### src/rtl/dirq_pkg.sv
package dirq_pkg;
   typedef enum logic [1:0] {
      ACK_IDLE = 2'd0,
      ACK_ARB  = 2'd1,
      ACK_RESP = 2'd2
   } ack_state_t;

   localparam logic [1:0] CFG_SEL_SPI_LVL = 2'd0;
   localparam logic [1:0] CFG_SEL_SER_LVL = 2'd1;
   localparam logic [1:0] CFG_SEL_ARB_NUM = 2'd2;
   localparam logic [1:0] CFG_SEL_VEC_BASE = 2'd3;
endpackage

### src/rtl/dirq_cfg.sv
module dirq_cfg #(
   parameter int LVL_W = 3,
   parameter int ARB_W = 4,
   parameter int VEC_W = 8
) (
   input  logic             clk,
   input  logic             rst_n,
   input  logic             wr_en,
   input  logic [1:0]       wr_sel,
   input  logic [VEC_W-1:0] wr_data,
   output logic [LVL_W-1:0] lvl_spi,
   output logic [LVL_W-1:0] lvl_ser,
   output logic [ARB_W-1:0] arb_num,
   output logic [VEC_W-2:0] vec_base
);
   import dirq_pkg::*;

   always_ff @(posedge clk or negedge rst_n) begin
      if (!rst_n) begin
         lvl_spi  <= '0;
         lvl_ser  <= '0;
         arb_num  <= '0;
         vec_base <= '0;
      end else if (wr_en) begin
         case (wr_sel)
            CFG_SEL_SPI_LVL:  lvl_spi  <= wr_data[LVL_W-1:0];
            CFG_SEL_SER_LVL:  lvl_ser  <= wr_data[LVL_W-1:0];
            CFG_SEL_ARB_NUM:  arb_num  <= wr_data[ARB_W-1:0];
            default:          vec_base <= wr_data[VEC_W-1:1];
         endcase
      end
   end
endmodule

### src/rtl/dirq_level.sv
module dirq_level #(
   parameter int LVL_W        = 3,
   parameter bit SPI_WINS_TIE = 1'b1,
   localparam int NUM_LINES   = (1 << LVL_W) - 1
) (
   input  logic                 flag_spi,
   input  logic                 flag_ser,
   input  logic [LVL_W-1:0]     lvl_spi,
   input  logic [LVL_W-1:0]     lvl_ser,
   output logic [NUM_LINES-1:0] lines,
   output logic [LVL_W-1:0]     top_level,
   output logic                 top_is_spi
);
   logic [LVL_W-1:0] eff_spi;
   logic [LVL_W-1:0] eff_ser;
   logic             spi_sel;

   assign eff_spi = flag_spi ? lvl_spi : '0;
   assign eff_ser = flag_ser ? lvl_ser : '0;

   generate
      if (SPI_WINS_TIE) begin : g_tie_spi
         assign spi_sel = (eff_spi != '0) && (eff_spi >= eff_ser);
      end else begin : g_tie_ser
         assign spi_sel = (eff_spi > eff_ser);
      end
   endgenerate

   assign top_level  = spi_sel ? eff_spi : eff_ser;
   assign top_is_spi = spi_sel;

   generate
      for (genvar gi = 0; gi < NUM_LINES; gi++) begin : g_line
         assign lines[gi] = (top_level == LVL_W'(gi + 1));
      end
   endgenerate
endmodule

### src/rtl/dirq_contend.sv
module dirq_contend #(
   parameter int LVL_W = 3,
   parameter int ARB_W = 4,
   parameter int VEC_W = 8,
   localparam int CNT_W = (ARB_W > 1) ? $clog2(ARB_W) : 1
) (
   input  logic             clk,
   input  logic             rst_n,
   input  logic             start,
   input  logic [LVL_W-1:0] ack_level,
   input  logic [LVL_W-1:0] top_level,
   input  logic             top_is_spi,
   input  logic [ARB_W-1:0] arb_num,
   input  logic [VEC_W-2:0] vec_base,
   input  logic             bus_in,
   output logic             release_o,
   output logic             vec_valid,
   output logic [VEC_W-1:0] vec_num
);
   import dirq_pkg::*;

   localparam logic [CNT_W-1:0] LAST_BIT = CNT_W'(ARB_W - 1);

   ack_state_t       state_q;
   logic [CNT_W-1:0] bit_q;
   logic [ARB_W-1:0] shift_q;
   logic             alive_q;
   logic             src_q;
   logic             cur_bit;
   logic             lose_now;
   logic             join_now;

   assign cur_bit  = shift_q[ARB_W-1];
   assign join_now = start && (arb_num != '0) && (top_level != '0)
                     && (ack_level == top_level);
   assign lose_now = (state_q == ACK_ARB) && alive_q && cur_bit && !bus_in;

   always_ff @(posedge clk or negedge rst_n) begin
      if (!rst_n) begin
         state_q <= ACK_IDLE;
         bit_q   <= '0;
         shift_q <= '0;
         alive_q <= 1'b0;
         src_q   <= 1'b0;
      end else begin
         case (state_q)
            ACK_IDLE: begin
               if (join_now) begin
                  state_q <= ACK_ARB;
                  bit_q   <= '0;
                  shift_q <= arb_num;
                  alive_q <= 1'b1;
                  src_q   <= top_is_spi;
               end
            end
            ACK_ARB: begin
               if (lose_now) alive_q <= 1'b0;
               shift_q <= {shift_q[ARB_W-2:0], 1'b1};
               if (bit_q == LAST_BIT) state_q <= ACK_RESP;
               else                   bit_q   <= bit_q + 1'b1;
            end
            default: begin
               state_q <= ACK_IDLE;
               alive_q <= 1'b0;
            end
         endcase
      end
   end

   assign release_o = ((state_q == ACK_ARB) && alive_q) ? cur_bit : 1'b1;
   assign vec_valid = (state_q == ACK_RESP) && alive_q;
   assign vec_num   = vec_valid ? {vec_base, src_q} : '0;
endmodule

### src/rtl/dual_irq_front.sv
module dual_irq_front #(
   parameter int LVL_W        = 3,
   parameter int ARB_W        = 4,
   parameter int VEC_W        = 8,
   parameter bit SPI_WINS_TIE = 1'b1,
   localparam int NUM_LINES   = (1 << LVL_W) - 1
) (
   input  logic                 clk,
   input  logic                 rst_n,
   input  logic                 cfg_wr,
   input  logic [1:0]           cfg_addr,
   input  logic [VEC_W-1:0]     cfg_data,
   input  logic                 spi_flag,
   input  logic                 ser_flag,
   output logic [NUM_LINES-1:0] irq_line,
   input  logic                 iack_start,
   input  logic [LVL_W-1:0]     iack_level,
   input  logic                 arb_bus_in,
   output logic                 arb_release,
   output logic                 vec_valid,
   output logic [VEC_W-1:0]     vec_num
);
   generate
      if (LVL_W < 1 || LVL_W > 4) begin : g_bad_lvl
         $error("LVL_W must lie in 1..4");
      end
      if (ARB_W < 2) begin : g_bad_arb
         $error("ARB_W must be at least 2");
      end
      if (VEC_W < 2 || VEC_W < ARB_W || VEC_W < LVL_W) begin : g_bad_vec
         $error("VEC_W must cover the level and arbitration fields");
      end
   endgenerate

   logic [LVL_W-1:0] lvl_spi;
   logic [LVL_W-1:0] lvl_ser;
   logic [ARB_W-1:0] arb_num;
   logic [VEC_W-2:0] vec_base;
   logic [LVL_W-1:0] top_level;
   logic             top_is_spi;

   dirq_cfg #(.LVL_W(LVL_W), .ARB_W(ARB_W), .VEC_W(VEC_W)) u_cfg (
      .clk      (clk),
      .rst_n    (rst_n),
      .wr_en    (cfg_wr),
      .wr_sel   (cfg_addr),
      .wr_data  (cfg_data),
      .lvl_spi  (lvl_spi),
      .lvl_ser  (lvl_ser),
      .arb_num  (arb_num),
      .vec_base (vec_base)
   );

   dirq_level #(.LVL_W(LVL_W), .SPI_WINS_TIE(SPI_WINS_TIE)) u_level (
      .flag_spi   (spi_flag),
      .flag_ser   (ser_flag),
      .lvl_spi    (lvl_spi),
      .lvl_ser    (lvl_ser),
      .lines      (irq_line),
      .top_level  (top_level),
      .top_is_spi (top_is_spi)
   );

   dirq_contend #(.LVL_W(LVL_W), .ARB_W(ARB_W), .VEC_W(VEC_W)) u_contend (
      .clk        (clk),
      .rst_n      (rst_n),
      .start      (iack_start),
      .ack_level  (iack_level),
      .top_level  (top_level),
      .top_is_spi (top_is_spi),
      .arb_num    (arb_num),
      .vec_base   (vec_base),
      .bus_in     (arb_bus_in),
      .release_o  (arb_release),
      .vec_valid  (vec_valid),
      .vec_num    (vec_num)
   );
endmodule

### config.mk
export PLATFORM = sky130hd
export DESIGN_NAME = dual_irq_front
export DESIGN_NICKNAME = d
export VERILOG_FILES = /design/src/rtl/dirq_pkg.sv /design/src/rtl/dirq_cfg.sv /design/src/rtl/dirq_level.sv /design/src/rtl/dirq_contend.sv /design/src/rtl/dual_irq_front.sv
export SDC_FILE = /design/constraint.sdc
export NUM_CORES = 1
export LEC_CHECK = 0
export CAP_MARGIN = 0
export CORE_MARGIN = 5
export CORE_UTILIZATION = 25
export CTS_CLUSTER_DIAMETER = 120
export DETAILED_ROUTE_END_ITERATION = 7
export GPL_TIMING_DRIVEN = 0
export PLACE_DENSITY = 0.47
export SLEW_MARGIN = 30
export SYNTH_ARGS = -nofsm -noshare
export SYNTH_HDL_FRONTEND = slang
export SYNTH_SLANG_ARGS = --single-unit
### constraint.sdc
create_clock -name clk -period 5.1 [get_ports clk]
set_clock_uncertainty 0.05 [all_clocks]
set_input_delay 1.53 -clock clk [delete_from_list [all_inputs] [get_ports clk]]
set_output_delay 1.53 -clock clk [all_outputs]
set_load 0.05 [all_outputs]
==> Word-level counts from Yosys, hierarchy flattened <==
Index checks and enable logic that the tools add are counted.
{ "totals": {"wordCells": 70, "out_inout_bits": 17, "reg_bits": 27} }
{ "op_classes": {"muxes": 16, "order_cmp": 1, "eq_ne": 17, "n_reduce_logical": 25, "n_bitwise": 1, "add_sub_neg": 1} }
{ "op_table": {"columns": ["operator", "n"], "rows": [
  ["AND reduction 2 bit", 8],
  ["== test 3 bit, second input constant", 4],
  ["2-to-1 mux 3 bit", 3],
  ["logical AND 1 bit", 8],
  ["2-to-1 mux 2 bit", 4],
  ["2-to-1 mux 8 bit", 1],
  ["case mux 2 bit (2 select lines)", 2],
  ["case mux 4 bit (2 select lines)", 1],
  ["== test 2 bit, second input constant", 3],
  ["== test 3 x 2 -> 1 bit, second input constant", 2],
  ["inequality test 2 x 1 -> 1 bit, second input constant", 3],
  ["nonzero test 3 bit", 2],
  ["== test 2 x 1 -> 1 bit, second input constant", 2],
  ["zero test 2 bit", 2],
  ["2-to-1 mux 4 bit", 1],
  ["nonzero test 4 bit", 1],
  ["== test 3 x 1 -> 1 bit, second input constant", 1],
  ["== test 3 bit", 1],
  ["greater-or-equal comparator 3 bit", 1],
  ["2-to-1 mux 1 bit", 3],
  ["AND reduction 3 bit", 1],
  ["OR reduction 3 bit", 1],
  ["adder 2 x 1 -> 2 bit, second input constant", 1],
  ["inequality test 2 bit, second input constant", 1],
  ["4 further kinds", 4]
]} }

==> Depth between registers and ports, before layout <==
{ "depth": {"depth_word": 9, "mapped_depth": 8, "ltp_nobuf": 6} }

==> Hierarchy <==
A second synthesis with hierarchy kept.
{ "hier_totals": {"hier_cells": 134, "area_unflattened_um2": 1500.2} }
{ "by_module_without_submodules": {"columns": ["mod", "instances", "area_each_um2", "seq_area_each_um2", "cells_per_inst"], "rows": [
  ["dirq_cfg", 1, 654.4, 425.4, 38],
  ["dirq_contend", 1, 591.8, 250.2, 63],
  ["dirq_level", 1, 254.0, 0.0, 33]
]} }

==> Least setup slack after synthesis <==
Ideal clock, no wire load.
{ "synth_timing": {"kind": "input to output", "startpoint": "in spi_flag", "endpoint": "out irq_line[2]", "stages": 8, "arrival_time_ns": 3.607, "setup_slack_ns": -0.087, "n_path_buf": 2, "path_cell_list": "clkbuf_1 > a21oi_1 > o221a_2 > o211ai_1 > and2_1 > clkbuf_1 > mux2_2 > nor2_1"} }
{ "synth_via": {"elab_chain_len": 5} }
{ "synth_rtl": {"columns": ["item", "line_no", "source"], "rows": [
  ["start: declaration", "dual_irq_front.sv:13", "input logic spi_flag,"],
  ["2-to-1 mux 3 bit *", "dirq_level.sv:18", "assign eff_spi = flag_spi ? lvl_spi : '0;"],
  ["greater-or-equal comparator 3 bit or nonzero test 3 bit (tied branches)", "dirq_level.sv:23", "assign spi_sel = (eff_spi != '0) && (eff_spi >= eff_ser);"],
  ["logical AND 1 bit", "dirq_level.sv:23", null],
  ["2-to-1 mux 3 bit *", "dirq_level.sv:29", "assign top_level = spi_sel ? eff_spi : eff_ser;"],
  ["== test 3 x 2 -> 1 bit *", "dirq_level.sv:34", "assign lines[gi] = (top_level == LVL_W'(gi + 1));"],
  ["end: declaration", "dual_irq_front.sv:15", "output logic [NUM_LINES-1:0] irq_line,"]
]} }
Every way passes the cells marked *; elsewhere a longest branch is shown, timed or not.

==> Worst setup path after layout <==
{ "layout_timing": {"startpoint": "in ser_flag", "endpoint": "out irq_line[3]"} }
{ "layout_via": {"elab_chain_len": 5} }
{ "layout_rtl": {"columns": ["item", "line_no", "source"], "rows": [
  ["start: declaration", "dual_irq_front.sv:14", "input logic ser_flag,"],
  ["2-to-1 mux 3 bit *", "dirq_level.sv:19", "assign eff_ser = flag_ser ? lvl_ser : '0;"],
  ["greater-or-equal comparator 3 bit", "dirq_level.sv:23", null],
  ["logical AND 1 bit", "dirq_level.sv:23", null],
  ["2-to-1 mux 3 bit *", "dirq_level.sv:29", null],
  ["== test 3 bit *", "dirq_level.sv:34", null]
]} }
Marks and branches as above.

==> impl_metrics.py <==
metrics = {
    "global_route": {
        "gr-total-overflow": 0,
        "first_global_vias": 1317,
        "antenna_found_initial": 0,
        "grt_max_degree": 28,
        "grt_use_total": 0.0955,
        "grt_pass1_wl_um": 6510,
    },
    "floorplan": {
        "rows": 29,
        "start_util": 0.254,
        "design.core.area_um2": 6280,
        "fp.dieH_um": 89.9,
        "fp.dieW_um": 89.9,
        "dieArea_um2": 8080,
        "ios": 37,
    },
    "synth": {
        "synth-seq-cells": 27,
        "yosysTopAreaCell": "dfrtp_1",
        "synth_top_area_frac": 0.423,
        "synthCells": 166,
        "ys_types": 42,
        "synth_area_um2": 1600,
        "synth_edf_count": 0,
        "seq_area_frac_synth": 0.423,
        "synth_fp_nets": 187,
        "synth_ff_type": "dfrtp_1",
        "yosys_warnings": 0,
        "synth_area_leaders": "dfrtp_1, mux2_2, nand2_1",
        "async_reset_ff_frac": 1.00,
        "synth.avg_cell_area_um2": 9.62,
    },
    "sta": {
        "max_slew_margin": 0.460,
        "max_freq_ghz": 0.203,
        "tightestPinTransition_ns": 0.804,
        "final.min_clock_period_ns": 4.92,
        "setup_viol": 0,
        "hold_viol": 0,
        "setup_slack_ns": 0.177,
        "rsz0062_at_grt": "false",
        "finalCritPeriodShare": 0.965,
        "slew_violations": 0,
        "tns_ns": 0,
    },
    "drt": {
        "drt_iter0_markers": 58,
        "drc": 0,
        "drt_pass1_iterations": 4,
        "wl_um": 3740,
        "via_count": 1340,
        "wire_per_inst_um": 13.2,
        "ant_nets": 0,
        "vias_per_cell": 4.73,
    },
    "critical_path": {
        "cp_max_fo": 10,
        "critical_path_class": "primary input to output pin",
        "worstSetupStartpointType": "primary input",
        "cp_common_cell": "a21oi_1",
        "required_ns": 3.52,
        "crit_path_cell_trace": "clkdlybuf4s50_1 > buf_2 > nand2_1 > a21oi_1 > nor2_1 > and2_4 > nand2b_1 > a21oi_1 > clkdlybuf4s15_2",
        "cp-endpoint": "irq_line[3]",
        "r2r_cells": 6,
        "regToRegEndpoint": "u_contend.shift_q[3]",
        "end_kind": "output pin",
        "arrival_ns": 3.34,
        "crit_start": "ser_flag",
        "max_stage_delay_ns": 0.49,
        "regToRegSetupSlack_ns": 2.66,
        "crit_slowest_cell": "clkdlybuf4s50_1",
        "timing.rr.start": "u_cfg.lvl_ser[2]",
    },
    "cts": {
        "cts-root-buf": "clkbuf_8",
        "cts_made_buffers": 3,
        "htreeDepth": 1,
        "cts_max_path_buffers": 2,
        "postCtsHoldBufs": 0,
        "cts_sinks": 27,
        "cts_tree": "done",
        "clk_pin_slew_worst_paths_ns": 0.10,
        "insertion_delay_ns": 0.27,
    },
    "final_layout": {
        "nNetsFinal": 228,
        "drive_gt1_frac": 0.189,
        "final_cell_mix": "clkdlybuf4s50_1, dfrtp_1, mux2_2, nand2_1, nor2_1",
        "finalNonFillerCells": 283,
        "area_delta_synth_final_pct": 31.0,
        "n_antenna_cell": 0,
    },
    "pwr": {
        "power_uw": 687,
        "power.leakage_nw": 0.828,
        "ir_worst_vdd_mv": 0.132,
        "p_per_area_nw_per_um2": 329,
    },
    "worst_hold_path": {
        "hold_class": "flop to flop",
    },
    "run": {
        "cap_viol_max_count": 0,
    },
    "placement": {
        "io_buffers": 36,
        "gp_congestion": 0.717,
        "hpwl_um": 2860,
        "dpl_worst_slack_ns": -1.08,
        "dp.cells": 279,
    },
    "run_status": {
        "status": "finished, final reports clean",
    },
}
-- flip-flops by register name, indices dropped and copies added, names as in the netlist --
name and cells:
u_cfg.arb_num 4, u_cfg.lvl_ser 3, u_cfg.lvl_spi 3, u_cfg.vec_base 7
u_contend.alive_q 1, u_contend.bit_q 2, u_contend.shift_q 4, u_contend.src_q 1
u_contend.state_q 2
-- Yosys cell counts, drive strengths merged, types with 2 or more instances --
cell type	instances
nand3b	2
a21oi	5
nand4	3
xnor2	3
mux2	18
nor4bb	2
mux2i	2
o21ai	6
nor2	16
dfrtp	27
a221oi	2
a311oi	2
inv	7
buf	3
a211oi	3
clkbuf	7
a2111oi	4
nand3	4
a31o	2
nor3	2
o22ai	3
a22oi	2
nand2	17
and2	10
-- kinds of logic after synthesis --
kind of cell,synth area share
AOI/OAI and AO/OA,0.177
adders and majority gates,0.00784
and+or+nand+nor,0.190
DFF,0.423
muxes,0.139
xor gates and xnor gates,0.0165
buffers and inverters,0.0462
-- report_power, final --
part           total [mW]  switching, mW  internal [mW]
Combinational       0.255          0.140          0.115
Clock               0.125         0.0697         0.0555
Sequential          0.307         0.0402          0.267
Total               0.687          0.250          0.438
-- per-layer routing --
metal / up-vias / track usage / wire (um)
li1: 683 / - / -
met1: 641 / 0.115 / 1650
met2: 14 / 0.170 / 1940
met3: 2 / 0.0209 / 111
met4: 0 / 0.0261 / 37
met5: - / 0 / 0
-- worst min path at each step --
stage                                 start                 to  slack, ns  cells after the start
after global routing      u_cfg.vec_base[2]  u_cfg.vec_base[2]       0.48                      1
after global placement    u_cfg.vec_base[2]  u_cfg.vec_base[2]       0.43                      1
after detailed placement  u_cfg.vec_base[2]  u_cfg.vec_base[2]       0.43                      1
after CTS                 u_cfg.vec_base[2]  u_cfg.vec_base[2]       0.46                      1
final                     u_cfg.vec_base[2]  u_cfg.vec_base[2]       0.45                      1
after floorplan           u_cfg.vec_base[0]  u_cfg.vec_base[0]       0.42                      1
-- worst max-delay path: cells and delay by family --
kind	cells	cell delay [ns]
buffers and inverters	3	1.09
AND/OR/NAND/NOR	4	0.45
AO/OA/AOI/OAI	2	0.27
-- through the flow --
step	util	hold WS, ns	area [um^2]
2_1_floorplan	-	0.421	1600
3_3_place_gp	0.327	0.429	2050
3_5_place_dp	0.326	0.435	2050
4_1_cts	0.333	0.459	2090
5_1_grt	0.333	0.482	2090
6_report	0.333	0.453	2090
-- final cells by class --
class,count,area [um^2]
clock inverter,1,7.51
inverter,7,26.3
multi-input combinational,122,850
tap,77,96.3
buffer,9,53.8
sequential,27,676
timing repair buffer,37,342
clock buffer,3,41.3
fill,645,4190
-- what timing repair did --
action,4_1_cts,5_1_grt
endpoints found under the setup margin,7,0
buffers inserted,1,0
gates resized for setup,42,0
No activity file was read; power rests on OpenSTA's default activity.
